## src/rtl/fetch_pc_sel.sv

```systemverilog
module fetch_pc_sel #(
  parameter int AW = 32,
  parameter int CW = 3
) (
  input  logic          clk,
  input  logic          rst_n,
  input  logic          stall_f,
  input  logic [CW-1:0] f_cls,
  input  logic [AW-1:0] f_tgt,
  input  logic [AW-1:0] f_seq,
  input  logic [CW-1:0] m_cls,
  input  logic          m_taken,
  input  logic [AW-1:0] m_fall,
  input  logic [CW-1:0] w_cls,
  input  logic [AW-1:0] w_ret,
  output logic [AW-1:0] fetch_pc,
  output logic          redirect
);
  localparam logic [CW-1:0] C_JMP  = CW'(1);
  localparam logic [CW-1:0] C_JCC  = CW'(2);
  localparam logic [CW-1:0] C_CALL = CW'(3);
  localparam logic [CW-1:0] C_RET  = CW'(4);

  logic [AW-1:0] guess_q, guess_d;
  logic          uses_tgt, wb_ret, mem_miss;

  assign uses_tgt = (f_cls == C_JMP) || (f_cls == C_JCC) || (f_cls == C_CALL);
  assign guess_d  = uses_tgt ? f_tgt : f_seq;

  always_ff @(posedge clk or negedge rst_n)
    if (!rst_n)        guess_q <= '0;
    else if (!stall_f) guess_q <= guess_d;

  assign wb_ret   = (w_cls == C_RET);
  assign mem_miss = (m_cls == C_JCC) && !m_taken;

  assign fetch_pc = wb_ret ? w_ret : (mem_miss ? m_fall : guess_q);
  assign redirect = wb_ret || mem_miss;

  p_seq_r1: assert property (@(posedge clk) disable iff (!rst_n)
    (!stall_f && (f_cls == '0)) |=> (redirect || fetch_pc == $past(f_seq)));
  p_tgt_r2: assert property (@(posedge clk) disable iff (!rst_n)
    (!stall_f && (f_cls == C_JMP || f_cls == C_CALL)) |=> (redirect || fetch_pc == $past(f_tgt)));
  p_cond_r3: assert property (@(posedge clk) disable iff (!rst_n)
    (!stall_f && f_cls == C_JCC) |=> (redirect || fetch_pc == $past(f_tgt)));
  p_ret_seq_r4: assert property (@(posedge clk) disable iff (!rst_n)
    (!stall_f && f_cls == C_RET) |=> (redirect || fetch_pc == $past(f_seq)));
  p_miss_r5: assert property (@(posedge clk) disable iff (!rst_n)
    (m_cls == C_JCC && !m_taken && w_cls != C_RET) |-> (redirect && fetch_pc == m_fall));
  p_wb_first_r6: assert property (@(posedge clk) disable iff (!rst_n)
    (w_cls == C_RET) |-> (redirect && fetch_pc == w_ret));
  p_hold_r9: assert property (@(posedge clk) disable iff (!rst_n)
    (stall_f && !redirect) |=> (redirect || $stable(fetch_pc)));
endmodule

```

## config.mk

```make
export PLATFORM = sky130hd
export DESIGN_NAME = fetch_pc_sel
export DESIGN_NICKNAME = d
export VERILOG_FILES = /design/src/rtl/fetch_pc_sel.sv
export SDC_FILE = /design/constraint.sdc
export NUM_CORES = 1
export LEC_CHECK = 0
export BUFFER_PORTS_ARGS = -buffer_cell sky130_fd_sc_hd__buf_2
export CAP_MARGIN = 10
export CORE_UTILIZATION = 43
export DETAILED_ROUTE_END_ITERATION = 16
export MAX_ROUTING_LAYER = met4
export PLACE_DENSITY = 0.9
export SLEW_MARGIN = 40
export SYNTH_ARGS = -nofsm -noshare
export SYNTH_HDL_FRONTEND = slang
export SYNTH_SLANG_ARGS = --single-unit
```

## constraint.sdc

```tcl
create_clock -name clk -period 2.97 [get_ports clk]
set_clock_uncertainty 0.1 [all_clocks]
set_input_delay 0.4455 -clock clk [delete_from_list [all_inputs] [get_ports clk]]
set_output_delay 0.4455 -clock clk [all_outputs]
set_load 0.02 [all_outputs]
```

==> qor.txt, run 1 <==
Post-synth cell types: 16
WHS: 0.118 ns
Sequential Power Share: 0.424
CP max-delay cell: or3b_2
GRT Overall Usage: 0.211
Fmax achieved: 0.436 GHz
CP dominant cell by count: buf_2
Critical Path Fanout Max: 65
Worst flop-to-flop path startpoint: guess_q[19]
Combinational power share: 0.344
Crit path largest cell delay: 0.45 ns
DP HPWL: 4620 microns
# clock sinks: 32
Antenna Nets Post-Route: 0
Total chip power: 1.20 mW
CTS clk-pin slew, worst paths: 0.06 ns
Post-Layout Cell Count: 479
Worst hold-check path type: in -> async
Final hold violation count: 0
Initial antenna violation count: 0
Max FFs per register: 32
Area delta synth->final: 41.3%
Syn nets: 392
Core ar.: 4820 sq um
Clock share of power: 0.232
Avg Cell Area, Syn: 8.79 sq um
CTS resizes: 0
Cell count after synthesis: 251
Drt initial violations: 83
DR pass1 iterations: 4
Routed WL: 5760 microns
Post-CTS Setup Bufs: 0
CTS tree: built
Via count: 2345
Final worst path period share: 0.772
Synth Cell Area: 2210 sq um
Die Y: 73.6 microns
Setup crit start: w_cls[1]
Startpoint types: input pin
Pleak: 1.67 nW
Peak supply drop: 0.235 mV
Crit path time final: 2.29 ns
Worst EP arrival: 1.75 ns
Total congestion overflow: 0
Clock Latency Late Sink: 0.27 ns
Crit end category: primary output
CP Class: in -> out
First-pass GRT wire length: 8560 microns
Max-slew violations: 0
TritonCTS buffer count: 5
Fin nets: 555
Crit path required time: 2.42 ns
Reg with most FFs: guess_q
Setup Viol. Count Final: 0
Top-Level Pins: 174
Die Width: 73.6 microns
RSZ-0062 raised after global routing: false
Net Sw Frac: 0.315
Top Registers: guess_q x32
Final GP Congestion: 0.708
Clock tree buffer depth: 2
Routed len/inst: 12.0 microns
Hold_buf cts: 0
Rel. slew slack: 0.539
Port Buffers: 173
Post-synthesis sequential element count: 32
Vias in the first global route: 2115
Sequential element share of the synthesized area: 0.363
Reg-to-reg setup timing slack: 2.19 ns
Worst slew pin tran: 0.691 ns
Max-cap violation count: 0
Die area: 5420 sq um
Final Util: 0.648
Vias/cell: 4.90
Ratio of cells with drive above 1 in the final layout: 0.451
FP Rows: 25
Status: finished, final reports clean
Remaining DRCs: 0
R2R depth: 2
Critical R2R Capture: guess_q[19]
Sw power: 0.378 mW
Setup_tns: 0 ns
Root Buffer: clkbuf_8
Ys Warns: 0
Pint: 0.824 mW
Worst-path cell chain: buf_2 -> or3b_2 -> buf_4 -> nor2_1 -> a21oi_1 -> buf_2
Placed Cells: 474
H-tree lvl count: 2
Pin count of the biggest net entering global routing: 66
Initial Utilization: 0.458
# diodes: 0
Pwr dens: 386 nW/um^2
## synth_stat cells
cell      number  area share
a21oi_1       32       0.073
buf_1          3      0.0051
buf_12         3       0.027
buf_2          6       0.014
buf_4          3       0.010
buf_6          1      0.0051
clkbuf_1       6       0.010
dfrtp_1       32        0.36
inv_1          1      0.0017
mux2i_1       64        0.29
nand2_1       33       0.056
nor2_1        32       0.054
nor4b_4        1       0.011
o21ai_0       32       0.073
o21bai_1       1      0.0034
or3b_1         1      0.0040
## metrics by stage
step	cell area (sq um)	setup WS (ns)
final	3120	0.678
after global routing	3120	0.586
after CTS	3120	0.680
after detailed placement	3050	0.692
after global placement	3050	0.729
after floorplan	2210	0.876
## critical path, delay by kind of cell
| family | cells | cell delay (ns) |
|---|---|---|
| buffers and inverters | 3 | 0.60 |
| AO/OA/AOI/OAI | 1 | 0.05 |
| AND/OR/NAND/NOR | 2 | 0.63 |
## area by class of cell
class	count	area [sq um]
fill	423	1700
inverter	1	3.75
timing repair buffer	178	906
clock buffer	5	68.8
tap	67	83.8
sequential	32	801
multi-input combinational	196	1260
## cells by family (layout without fill, tap and decap cells)
group	after synthesis	after routing	synth area share
AOI/OAI and AO/OA	65	65	0.149
DFF	32	32	0.363
muxes	64	64	0.290
buffers and inverters	23	184	0.0731
and+or+nand+nor	67	67	0.125
## routing by layer
| metal | up-vias | routed length, microns | track usage | part of all wire |
|---|---|---|---|---|
| met5 | - | 0 | - | 0 |
| met4 | 0 | 80 | 0.0769 | 0.014 |
| met3 | 9 | 377 | 0.0425 | 0.066 |
| met2 | 103 | 3090 | 0.411 | 0.54 |
| met1 | 1040 | 2210 | 0.202 | 0.38 |
| li1 | 1193 | - | - | - |
## how the worst max path moves through the flow
| stage | slack (ns) | to |
|---|---|---|
| CTS | 0.68 | fetch_pc[11] |
| floorplan | 0.88 | fetch_pc[10] |
| finish | 0.68 | fetch_pc[5] |
| global placement | 0.73 | fetch_pc[18] |
| global route | 0.59 | fetch_pc[30] |
| detailed placement | 0.69 | fetch_pc[11] |
## power groups by stage
stage / combinational (mW) / sequential [mW] / clock, mW
final: 0.414 / 0.510 / 0.279
after global routing: 0.455 / 0.516 / 0.309
after CTS: 0.419 / 0.510 / 0.293
after detailed placement: 0.418 / 0.518 / 0
after global placement: 0.405 / 0.515 / 0
after floorplan: 0.248 / 0.509 / 0
## cells in the final DEF (no fill, tap or decap)
| cell | count |
|---|---|
| buf_2 | 172 |
| mux2i_1 | 64 |
| nand2_1 | 33 |
| nor2_1 | 32 |
| a21oi_1 | 32 |
| o21ai_0 | 32 |
| dfrtp_1 | 32 |
| buf_4 | 6 |
| clkbuf_8 | 5 |
| or3b_2 | 1 |
| nor4b_4 | 1 |
| inv_1 | 1 |
| o21bai_4 | 1 |
Power figures use the tool's default switching activity.
==> run 2, diff against run 1 <==
- CORE_UTILIZATION: 43 -> 36
- PLACE_DENSITY: 0.9 -> 0.8
- clock period: 2.97 -> 2 ns (I/O delays scaled with it)
==> qor.txt, run 2 (same netlist as run 1, synthesis figures left out) <==
Max-cap violation count: 0
Routed WL: 5710 microns
Ratio of cells with drive above 1 in the final layout: 0.454
Cell area after placement: 3120 sq um
Root Buffer: clkbuf_8
Crit path required time: 1.60 ns
Vias in the first global route: 1986
Status: finished, final reports clean
FP Rows: 28
WHS: 0.215 ns
Rel. slew slack: 0.655
Pleak: 1.72 nW
Setup Viol. Count Final: 0
Total congestion overflow: 0
Critical Path Fanout Max: 16
# diodes: 0
Via count: 2361
Worst EP arrival: 1.55 ns
CTS tree: built
Final hold violation count: 0
Fin nets: 559
Max FFs per register: 32
Worst flop-to-flop path startpoint: guess_q[3]
Crit path time final: 1.95 ns
Core ar.: 5920 sq um
Fill cells: 546
Pwr dens: 562 nW/um^2
# clock sinks: 32
Top Registers: guess_q x32
Die area: 6450 sq um
Fmax achieved: 0.513 GHz
Fin area: 3240 sq um
Clock Latency Late Sink: 0.27 ns
Antenna Nets Post-Route: 0
DP HPWL: 4470 microns
H-tree lvl count: 2
Worst slew pin tran: 0.518 ns
Final GP Congestion: 0.704
Final worst path period share: 0.975
Routed len/inst: 11.6 microns
Pin count of the biggest net entering global routing: 66
Die Width: 80.3 microns
Startpoint types: input pin
Commonest non-fill, non-tap cell in the layout: buf_2
Die Y: 80.3 microns
Peak supply drop: 0.305 mV
Crit end category: primary output
Remaining DRCs: 0
Final Util: 0.546
Max-slew violations: 0
Initial Utilization: 0.373
First-pass GRT wire length: 8180 microns
Commonest non-fill, non-tap cells in the layout: buf_2, mux2i_1, nand2_1
Worst hold start: f_tgt[21]
CTS clk-pin slew, worst paths: 0.06 ns
TritonCTS buffer count: 5
CP Class: in -> out
Clock tree buffer depth: 2
Reg with most FFs: guess_q
Vias/cell: 4.81
Drt initial violations: 27
Area delta synth->final: 46.6%
Worst hold-check path type: in -> reg
Port Buffers: 173
Setup crit start: m_taken
RSZ-0062 raised after global routing: true
GRT Overall Usage: 0.170
Top-Level Pins: 174
Initial antenna violation count: 0
DR pass1 iterations: 4
## run 2: cell type report
| cell class | instances | area [sq um] | area share |
|---|---|---|---|
| multi-input combinational | 196 | 1260 | 0.388 |
| inverter | 1 | 3.75 | 0.00116 |
| tap | 75 | 93.8 | 0.0290 |
| sequential | 32 | 801 | 0.247 |
| clock buffer | 5 | 68.8 | 0.0213 |
| timing repair buffer | 182 | 1010 | 0.313 |
## run 2: worst paths after layout
kind / to / slack [ns] / cells past startpoint
worst max-delay path: fetch_pc[1] / 0.05 / 6
worst min-delay path: guess_q[21] / 0.21 / 3
worst max register to register: guess_q[3] / 1.23 / 2
worst min register to register: guess_q[1] / 0.38 / 2
max in group asynchronous: guess_q[27] / 0.96 / 3
min in group asynchronous: guess_q[14] / 0.41 / 2
## run 2: worst max-delay path: stages
cell,delay (ns)
buf_2,0.11
nor4b_4,0.31
buf_4,0.33
mux2i_1,0.24
a21oi_1,0.09
buf_2,0.17
## run 2: what timing repair did
action / CTS / global route
endpoints found under the hold margin: 0 / 16
resized for setup: 0 / 2
hold buffers: 0 / 1
setup buffers: 0 / 0
endpoints found under the setup margin: 0 / 4
## run 2: layer usage
layer  GRT usage  share of wire  up-vias
met4      0.0464         0.0054        0
met1       0.165           0.40     1056
met5           -              0        -
li1            -              -     1205
met2       0.339           0.53       98
met3      0.0330          0.062        2
## run 2: report_power, final
part / internal, mW / switching (mW) / total (mW)
clock: 0.224 / 0.201 / 0.425
sequential: 0.719 / 0.0371 / 0.756
combinational: 0.302 / 0.336 / 0.638
## run 2: through the flow
stage                     TNS, ns  setup slack, ns  total power [mW]  std cells
final                           0           0.0504              1.82        491
after global placement          0            0.105              1.38        484
after floorplan                 0            0.197              1.12        251
after CTS                       0           0.0182              1.84        489
after global routing      -0.0724          -0.0244              1.93        491
after detailed placement        0           0.0223              1.40        484
==> run 3, diff against run 2 <==
- REMOVE_ABC_BUFFERS: not set -> 1
==> qor.txt, run 3 (same netlist as run 1, synthesis figures left out) <==
H-tree lvl count: 2
Drt initial violations: 23
TritonCTS buffer count: 5
CTS tree: built
Final GP Congestion: 0.710
Largest delay share family, worst path: simple AND/OR/NAND/NOR gates
Initial Utilization: 0.373
CP max-delay cell: or3b_2
Crit path largest cell delay: 0.56 ns
RSZ-0062 raised after global routing: false
Critical Path Fanout Max: 37
Fin nets: 556
GRT Overall Usage: 0.175
Max-slew violations: 0
# clock sinks: 32
Root Buffer: clkbuf_8
Vias/cell: 4.74
Max FFs per register: 32
CP Class: in -> out
Ratio of cells with drive above 1 in the final layout: 0.450
Antenna Nets Post-Route: 0
Die Y: 80.3 microns
DR pass1 iterations: 4
Reg with most FFs: guess_q
Routed len/inst: 11.6 microns
Core ar.: 5920 sq um
Rel. slew slack: 0.529
Pwr dens: 566 nW/um^2
Crit path required time: 1.60 ns
WP buf/inv: 3
Total chip power: 1.80 mW
Vias in the first global route: 2022
Total congestion overflow: 0
CP dominant cell by count: buf_2
Commonest non-fill, non-tap cell in the layout: buf_2
Pin count of the biggest net entering global routing: 38
Final hold violation count: 0
Fmax achieved: 0.519 GHz
Crit path time final: 1.93 ns
# diodes: 0
Remaining DRCs: 0
Status: finished, final reports clean
First-pass GRT wire length: 8410 microns
Worst-path cell chain: buf_2 -> or3b_2 -> buf_12 -> a21oi_1 -> buf_2
Clock tree buffer depth: 2
FP Rows: 28
Area delta synth->final: 44.6%
Top Registers: guess_q x32
WHS: 0.211 ns
Worst hold-check path type: in -> reg
Die area: 6450 sq um
Setup_tns: 0 ns
CTS clk-pin slew, worst paths: 0.06 ns
Die Width: 80.3 microns
Worst slew pin tran: 0.707 ns
Max-cap violation count: 0
Crit end category: primary output
Final worst path period share: 0.963
Port Buffers: 173
Initial antenna violation count: 0
Setup Viol. Count Final: 0
Final Util: 0.539
Pleak: 1.70 nW
Clock Latency Late Sink: 0.27 ns
Peak supply drop: 0.275 mV
Top-Level Pins: 174
Via count: 2312
Startpoint types: input pin
DP HPWL: 4480 microns
Worst EP arrival: 1.53 ns
Post-CTS Setup Bufs: 0
Commonest non-fill, non-tap cells in the layout: buf_2, mux2i_1, nand2_1
Routed WL: 5650 microns
-- run 3: cell types whose count changed in the layout (fill, tap and decap cells not counted) --
cell | before | now
buf_16 | 1 | 0
buf_2 | 172 | 173
buf_4 | 3 | 0
-- run 3: path summary, 6_finish.rpt --
| check | start | to | slack [ns] | depth (start not counted) |
|---|---|---|---|---|
| min reg2reg | guess_q[13] | guess_q[13] | 0.37 | 2 |
| max reg2reg | guess_q[27] | guess_q[27] | 1.24 | 2 |
| max in group asynchronous | rst_n | guess_q[1] | 0.83 | 2 |
| max | w_cls[1] | fetch_pc[28] | 0.07 | 5 |
| min | f_tgt[28] | guess_q[28] | 0.21 | 3 |
| min in group asynchronous | rst_n | guess_q[23] | 0.52 | 2 |
-- run 3: through the flow --
| step | instance area [sq um] | setup slack [ns] | std cells |
|---|---|---|---|
| 2_1_floorplan | 2050 | -1.08 | 229 |
| 3_3_place_gp | 3110 | 0.0996 | 482 |
| 3_5_place_dp | 3110 | 0.0611 | 482 |
| 4_1_cts | 3190 | 0.0486 | 488 |
| 5_1_grt | 3190 | 0.000663 | 488 |
| 6_report | 3190 | 0.0741 | 488 |
-- run 3: power by group --
part | leakage (nW) | internal, mW | switching, mW
Clock | 0.0359 | 0.223 | 0.199
Combinational | 1.27 | 0.293 | 0.334
Sequential | 0.390 | 0.719 | 0.0359
-- run 3: cell type report --
class                      count  area [sq um]
fill                         558          2730
multi-input combinational    196          1260
timing repair buffer         179           967
sequential                    32           801
tap                           75          93.8
clock buffer                   5          68.8
inverter                       1          3.75
-- run 3: timing repair --
item,CTS,global route
hold endpoints to repair,32,0
gates resized for setup,0,1
endpoints found under the setup margin,0,3
hold buffers,1,0
-- run 3: worst min-delay path: cells and delay by family --
family                 cells  cell delay, ns
AO/OA/AOI/OAI              1            0.13
buffers and inverters      1            0.07
multiplexers               1            0.05
-- run 3: layer usage --
metal / GRT usage / part of all wire / vias up
li1: - / - / 1188
met1: 0.176 / 0.38 / 1010
met2: 0.331 / 0.53 / 107
met3: 0.0466 / 0.080 / 7
met4: 0.0482 / 0.0094 / 0
met5: - / 0 / -
